File: src/rtl/swar_pkg.sv
package swar_pkg;
  typedef enum logic [3:0] {
    OP_ADD  = 4'd0,
    OP_ADDV = 4'd1,
    OP_NEG  = 4'd2,
    OP_NEGV = 4'd3,
    OP_AND  = 4'd4,
    OP_OR   = 4'd5,
    OP_XOR  = 4'd6,
    OP_ANY  = 4'd7,
    OP_ANYV = 4'd8,
    OP_SHF  = 4'd9
  } swar_op_e;

  // True for the operations that use the shared add/negate chain
  function automatic logic uses_chain(input logic [3:0] op);
    return (op == OP_ADD) || (op == OP_ADDV) || (op == OP_NEG) || (op == OP_NEGV);
  endfunction
endpackage

File: src/rtl/swar_addsub.sv
module swar_addsub #(
  parameter int LANE_W = 8,
  parameter int LANES  = 4,
  localparam int W = LANE_W * LANES
) (
  input  logic [W-1:0] a_in,
  input  logic [W-1:0] b_in,
  input  logic         neg_in,   // 1: compute 0 - a
  input  logic         vec_in,   // 1: cut carries at lane boundaries
  output logic [W-1:0] sum_out,
  output logic         top_cout  // carry out of the top lane
);
  logic [LANES:0] carry;
  assign carry[0] = neg_in;

  for (genvar i = 0; i < LANES; i++) begin : g_lane
    logic [LANE_W-1:0] x, y;
    logic              cin;
    assign x   = neg_in ? '0 : a_in[i*LANE_W +: LANE_W];
    assign y   = neg_in ? ~a_in[i*LANE_W +: LANE_W] : b_in[i*LANE_W +: LANE_W];
    assign cin = (vec_in || i == 0) ? neg_in : carry[i];
    assign {carry[i+1], sum_out[i*LANE_W +: LANE_W]} =
      {1'b0, x} + {1'b0, y} + {{LANE_W{1'b0}}, cin};
  end

  assign top_cout = carry[LANES];

  always_comb begin

    if (!vec_in && neg_in) neg_sum_chk: assert (sum_out + a_in == '0);
  end
endmodule

File: src/rtl/swar_reduce.sv
module swar_reduce #(
  parameter int LANE_W = 8,
  parameter int LANES  = 4,
  localparam int W = LANE_W * LANES
) (
  input  logic [W-1:0] s_in,
  output logic [W-1:0] any_out,
  output logic [W-1:0] anyv_out
);
  logic [LANES-1:0] lane_nz;

  for (genvar i = 0; i < LANES; i++) begin : g_nz
    assign lane_nz[i] = |s_in[i*LANE_W +: LANE_W];
    assign anyv_out[i*LANE_W +: LANE_W] = {{(LANE_W-1){1'b0}}, lane_nz[i]};
  end

  assign any_out = {{(W-1){1'b0}}, |lane_nz};

  always_comb begin

    any_zero_chk: assert ((any_out == '0) == (s_in == '0));
  end
endmodule

File: src/rtl/swar_shift.sv
module swar_shift #(
  parameter int W = 32,
  localparam int SHW = $clog2(W)
) (
  input  logic [W-1:0] s_in,
  input  logic [W-1:0] t_in,
  output logic [W-1:0] sh_out
);
  logic         go_right;
  logic [W:0]   mag;
  logic         too_far;
  logic [SHW-1:0] amt;

  assign go_right = t_in[W-1];
  assign mag      = go_right ? ({1'b0, ~t_in} + 1'b1) : {1'b0, t_in};
  assign too_far  = mag >= (W+1)'(W);
  assign amt      = mag[SHW-1:0];

  always_comb begin
    if (go_right)
      sh_out = too_far ? {W{s_in[W-1]}} : W'($signed(s_in) >>> amt);
    else
      sh_out = too_far ? '0 : (s_in << amt);
  end

  always_comb begin

    if (!go_right && too_far) left_sat_chk: assert (sh_out == '0);

    if (go_right) right_sign_chk: assert (sh_out[W-1] == s_in[W-1]);
  end
endmodule

File: src/rtl/swar_alu.sv
module swar_alu #(
  parameter int LANE_W = 8,
  parameter int LANES  = 4,
  localparam int W = LANE_W * LANES
) (
  input  logic [W-1:0] s_in,
  input  logic [W-1:0] t_in,
  input  logic [3:0]   op_in,
  output logic [W-1:0] res_out
);
  import swar_pkg::*;

  logic [W-1:0] chain_sum, any_r, anyv_r, sh_r;
  logic         chain_cout, chain_neg, chain_vec;

  assign chain_neg = (op_in == OP_NEG) || (op_in == OP_NEGV);
  assign chain_vec = (op_in == OP_ADDV) || (op_in == OP_NEGV);

  swar_addsub #(.LANE_W(LANE_W), .LANES(LANES)) u_addsub (
    .a_in(s_in), .b_in(t_in), .neg_in(chain_neg), .vec_in(chain_vec),
    .sum_out(chain_sum), .top_cout(chain_cout)
  );

  swar_reduce #(.LANE_W(LANE_W), .LANES(LANES)) u_reduce (
    .s_in(s_in), .any_out(any_r), .anyv_out(anyv_r)
  );

  swar_shift #(.W(W)) u_shift (
    .s_in(s_in), .t_in(t_in), .sh_out(sh_r)
  );

  always_comb begin
    if (uses_chain(op_in)) res_out = chain_sum;
    else begin
      case (op_in)
        OP_AND:  res_out = s_in & t_in;
        OP_OR:   res_out = s_in | t_in;
        OP_XOR:  res_out = s_in ^ t_in;
        OP_ANY:  res_out = any_r;
        OP_ANYV: res_out = anyv_r;
        OP_SHF:  res_out = sh_r;
        default: res_out = '0;
      endcase
    end
  end

  always_comb begin

    if (op_in == OP_ADD)
      scalar_add_chk: assert ({chain_cout, res_out} == {1'b0, s_in} + {1'b0, t_in});

    if (op_in == OP_ADDV)
      lane0_add_chk: assert (res_out[LANE_W-1:0] == LANE_W'(s_in[LANE_W-1:0] + t_in[LANE_W-1:0]));

    if (op_in == OP_ANYV)
      for (int i = 0; i < LANES; i++)
        anyv_hi_chk: assert (res_out[i*LANE_W+1 +: LANE_W-1] == '0);

    if (op_in > OP_SHF) unused_op_chk: assert (res_out == '0);
  end
endmodule

File: config.mk
export PLATFORM = sky130hd
export DESIGN_NAME = swar_alu
export DESIGN_NICKNAME = d
export VERILOG_FILES = /design/src/rtl/swar_pkg.sv /design/src/rtl/swar_addsub.sv /design/src/rtl/swar_reduce.sv /design/src/rtl/swar_shift.sv /design/src/rtl/swar_alu.sv
export SDC_FILE = /design/constraint.sdc
export NUM_CORES = 1
export LEC_CHECK = 0
export BUFFER_PORTS_ARGS = -buffer_cell sky130_fd_sc_hd__clkbuf_2
export CAP_MARGIN = 10
export CORE_MARGIN = 2
export CORE_UTILIZATION = 45
export DETAILED_ROUTE_END_ITERATION = 16
export GPL_TIMING_DRIVEN = 0
export SLEW_MARGIN = 20
export SYNTH_ARGS = -nofsm -noshare
export SYNTH_HDL_FRONTEND = slang
export SYNTH_SLANG_ARGS = --single-unit
File: constraint.sdc
create_clock -name vclk -period 19.27
set_input_delay 3.854 -clock vclk [all_inputs]
set_output_delay 3.854 -clock vclk [all_outputs]
set_load 0.01 [all_outputs]
# Word-level counts from Yosys, hierarchy flattened
# Index checks and enable logic that the tools add are counted.
[op_classes]
shifts = 2
magnitude_cmp = 1
n_eq_ne = 9
mux = 17
reduce_logical = 11
addsub = 9
bitwise_logic = 8
[op_table]
columns = ["operator", "n"]
rows = [
  ["$pmux W32 S6", 1],
  ["$mux W32", 4],
  ["$mux W8", 8],
  ["$add A32 B1 Y33 const B", 1],
  ["$ge A33 B6 Y1 const B", 1],
  ["$mux W33", 1],
  ["$and A32 B32 Y32", 1],
  ["$not A32 Y32", 1],
  ["$not A8 Y8", 4],
  ["$or A32 B32 Y32", 1],
  ["$reduce_or A32 Y1", 1],
  ["$reduce_or A8 Y1", 4],
  ["$shl A32 B5 Y32", 1],
  ["$sshr A32 B5 Y32", 1],
  ["$xor A32 B32 Y32", 1],
  ["$add A8 B8 Y9", 3],
  ["$add A9 B1 Y9", 3],
  ["$eq A4 B3 Y1 const B", 4],
  ["$add A8 B1 Y8", 1],
  ["$add A8 B8 Y8", 1],
  ["$eq A4 B2 Y1 const B", 2],
  ["$eq A4 B4 Y1 const B", 2],
  ["$logic_or A1 B1 Y1", 5],
  ["$eq A4 B1 Y1 const B", 1],
  ["2 further kinds", 4],
]
[totals]
inputBits = 68
output_inout_bits = 32
elab_cells = 57
ff_bits = 0

# Depth between registers and ports, before layout
[logic_depth]
depth_word = 12
depth_mapped = 45
mapped_depth_nobuf = 42

# By module
# A second synthesis with hierarchy kept.
[unflattened]
hier_cells = 1457
hier_area_um2 = 10390.0
[modules_own_cells]
columns = ["module", "area_each_um2", "n_inst", "cells_each"]
rows = [
  ["swar_shift", 4374.2, 1, 636],
  ["swar_alu", 3552.2, 1, 484],
  ["swar_addsub", 1944.4, 1, 264],
  ["swar_reduce", 519.2, 1, 73],
]

# Least setup slack after synthesis
# Ideal clock, no wire load.
[synth_timing]
path_kind = "input-to-output"
from = "input op_in[1]"
to = "output res_out[30]"
path_buffers = 3
setup_slack_ns = 3.856
required_time_ns = 15.416
t_arrival_ns = 11.560
path_stages = 44
path_cell_list = "clkbuf_1 > nor3b_1 > clkbuf_1 > clkbuf_1 > o21ai_0 > fa_1 > a21o_1 > a21o_1 > a21o_1 > a21oi_1 > nor2b_1 > o21ai_0 > a21o_1 > fa_1 > fa_1 > nor2b_1 > o21ai_0 > nand2b_1 > [... 8 more ...] > o21ai_0 > nand2b_1 > a21o_1 > a21o_1 > a21o_1 > a221oi_1 > nor2_1 > fa_1 > fa_1 > a21oi_1 > o21bai_1 > a21o_1 > a21oi_1 > xor2_1 > nor2_1 > a21oi_1 > o32a_1 > o211ai_1"
[synth_via]
elab_chain_cells = 12
[synth_lines]
columns = ["element", "line_no", "source"]
rows = [
  ["from (decl)", "swar_alu.sv:8", "input logic [3:0] op_in,"],
  ["$eq A4 B2 Y1, on equally long branches", "swar_pkg.sv:17, swar_alu.sv:16, swar_alu.sv:17", ""],
  ["$logic_or A1 B1 Y1", "swar_alu.sv:16", "assign chain_neg = (op_in == OP_NEG) || (op_in == OP_NEGV);"],
  ["$mux W8, on equally long branches", "swar_addsub.sv:19, swar_addsub.sv:20", ""],
  ["$add A8 B8 Y9", "swar_addsub.sv:23", "{1'b0, x} + {1'b0, y} + {{LANE_W{1'b0}}, cin};"],
  ["$add A9 B1 Y9", "swar_addsub.sv:23", ""],
  ["$mux W1", "swar_addsub.sv:21", "assign cin = (vec_in || i == 0) ? neg_in : carry[i];"],
  ["$add A9 B1 Y9", "swar_addsub.sv:23", ""],
  ["$mux W1", "swar_addsub.sv:21", ""],
  ["$add A9 B1 Y9", "swar_addsub.sv:23", ""],
  ["$mux W1", "swar_addsub.sv:21", ""],
  ["$add A8 B1 Y8", "swar_addsub.sv:23", ""],
  ["$mux W32 (*)", "swar_alu.sv:33", "if (uses_chain(op_in)) res_out = chain_sum;"],
  ["to (decl)", "swar_alu.sv:9", "output logic [W-1:0] res_out"],
]
# Every way passes the cells marked *; elsewhere a longest branch is shown, timed or not.

# Worst setup path in the final report
# Same ends and word-level chain as after synthesis.

==> impl_metrics.py <==
metrics = {
    "synthesis": {
        "synth_top_cell_area_share_pct": 14.1,
        "synth_nets": 1356,
        "synth_warnings": 0,
        "yosys.area.top_type": "ha_1",
        "synth_seq_area_share_pct": 0,
        "synth.area.top_cells": "ha_1 (14%), mux4_2 (12%), mux2i_1 (7.8%)",
        "ys_types": 78,
        "syn_inst": 1187,
        "synth_area_um2": 8350,
        "syn_avg_cell_area_um2": 7.04,
    },
    "cells_and_area": {
        "drive_above_1_share_pct": 13.7,
        "seq_area_um2": 0,
        "syn2layout_area_growth_pct": 9.54,
        "final_cell_count_no_fill": 1517,
        "clkbuf_count": 0,
        "utilization_pct": 50.6,
        "nFillCells": 1870,
        "multiInputGateArea_um2": 7630,
        "final_nets": 1458,
        "seq_cells": 0,
    },
    "floorplan": {
        "dieHeight_um": 140,
        "io_pins": 100,
        "num_rows": 49,
        "start_util_pct": 46.2,
        "die_w_um": 140,
        "fp.coreArea_um2": 18100,
        "dieArea_um2": 19700,
    },
    "sta": {
        "clock.fmax_ghz": 0.0552,
        "tns_ns": 0,
        "rsz0062_at_grt": "no",
        "worst_slew_pin_slew_ns": 1.11,
        "slew_headroom_pct": 25.0,
        "setup_violations": 0,
        "fin_crit_ns": 18.11,
        "timing.final.crit_share_pct": 94.0,
        "hold_viol": 0,
        "slew_viol_final": 0,
    },
    "place": {
        "dpl.cell_count": 1516,
        "io_buffers": 99,
        "hpwlAfterDp_um": 35300,
        "routabilityCongestion": 1.05,
    },
    "grt": {
        "overflow": 0,
        "track_usage_pct": 42.2,
        "grt_pass1_wl_um": 62800,
        "grt_pass1_vias": 9759,
        "antenna_found_initial": 2,
        "grt_max_degree": 14,
    },
    "setup_path": {
        "path_buf_inv": 4,
        "critPathMostFrequentCell": "a21o_1",
        "criticalPathCategory": "input pin to output pin",
        "cp_top_family": "compound AO/OA/AOI/OAI gates",
        "setup.worst_path.end_class": "output pin",
        "startpoint": "op_in[1]",
        "required_ns": 15.42,
        "cp.arrival_ns": 14.25,
        "cp_slowest_cell": "nor3b_1",
        "max_stage_delay_ns": 0.83,
        "crit_fanout": 10,
        "start_kind": "input pin",
    },
    "routing": {
        "wl_met2_um": 18600,
        "ant_nets": 0,
        "firstDrtPassIters": 6,
        "drt_wl_total_um": 43500,
        "wl_met1_um": 16500,
        "wl_per_cell_um": 28.7,
        "route.met3.wl_um": 5140,
        "post_drt_via_cell_ratio": 7.11,
        "top_layer": "met4",
        "drtIter0Drc": 1357,
        "num_vias": 10781,
        "drc_errors": 0,
    },
    "clocking": {
        "cts_setup_buffers": 0,
        "postCtsResizedCells": 0,
        "hold_buffers": 0,
    },
    "job": {
        "max_cap_viol_count": 0,
    },
    "worst_hold_path": {
        "hold_path.class": "input pin to output pin",
        "holdCritStartpoint": "t_in[2]",
    },
    "outcome": {
        "status": "finished, final reports clean",
    },
}
[worst paths after layout]
kind,to,slack [ns],cells after the start
max,res_out[30],1.16,45
min,res_out[2],8.39,6
[synth_stat cells (5+ instances only)]
library cell / number
o31ai_1: 11
nor4_1: 17
a22oi_1: 5
nor2_1: 170
a211oi_1: 13
o311a_1: 6
o31a_1: 8
o311ai_0: 5
nand4_1: 13
nand2b_1: 11
a221oi_1: 7
o221ai_1: 5
o211ai_1: 27
inv_1: 74
nand2_1: 91
mux2i_1: 65
xor2_1: 9
clkbuf_1: 91
o21ai_0: 73
xnor2_1: 23
a221o_1: 12
o22ai_1: 28
ha_1: 94
a31oi_1: 20
fa_1: 7
nor2b_1: 9
mux4_2: 46
a21oi_1: 69
or3_1: 8
nand3_1: 15
nor3_1: 22
a21o_1: 19
buf_2: 7
buf_1: 15
[cell families after synthesis]
kind of cell    count (synthesis)  synth area share [%]
fa+ha+maj                     101                  15.8
mux                           112                  20.3
compound gates                370                  30.5
buf+inv                       189                  8.69
simple gates                  383                  21.4
xor+xnor                       32                  3.35
[per-layer routing]
| metal | vias to the layer above | track usage (%) |
|---|---|---|
| met5 | - | 0 |
| met4 | 0 | 23.9 |
| met3 | 184 | 9.03 |
| met2 | 824 | 66.1 |
| met1 | 5112 | 53.9 |
| li1 | 4661 | - |
[cell usage in the layout, fill, tap and decap left out, types with 19 or more instances in the layout]
master and instances:
clkbuf_1 91, nand2_1 91, a21o_1 19, mux2i_1 65, o211ai_1 27, ha_1 94, mux4_2 46, a31oi_1 20
clkbuf_2 99, xnor2_1 23, nor2_1 170, nor3_1 22, o22ai_1 28, inv_1 74, a21oi_1 69, o21ai_0 73
[cell type report]
class / count / share of cell area, %
multi-input combinational: 998 / 83.4
inverter: 75 / 3.08
timing repair buffer: 100 / 5.50
antenna: 1 / 0.0273
tap: 229 / 3.13
buffer: 114 / 4.85
[metrics by stage]
stage	worst slack, ns	instance area (um^2)	hold slack, ns
3_5_place_dp	1.45	9150	8.37
2_1_floorplan	3.86	8350	7.94
4_1_cts	1.39	9150	8.38
6_report	1.16	9150	8.39
3_3_place_gp	1.56	9140	8.37
5_1_grt	0.776	9150	8.49
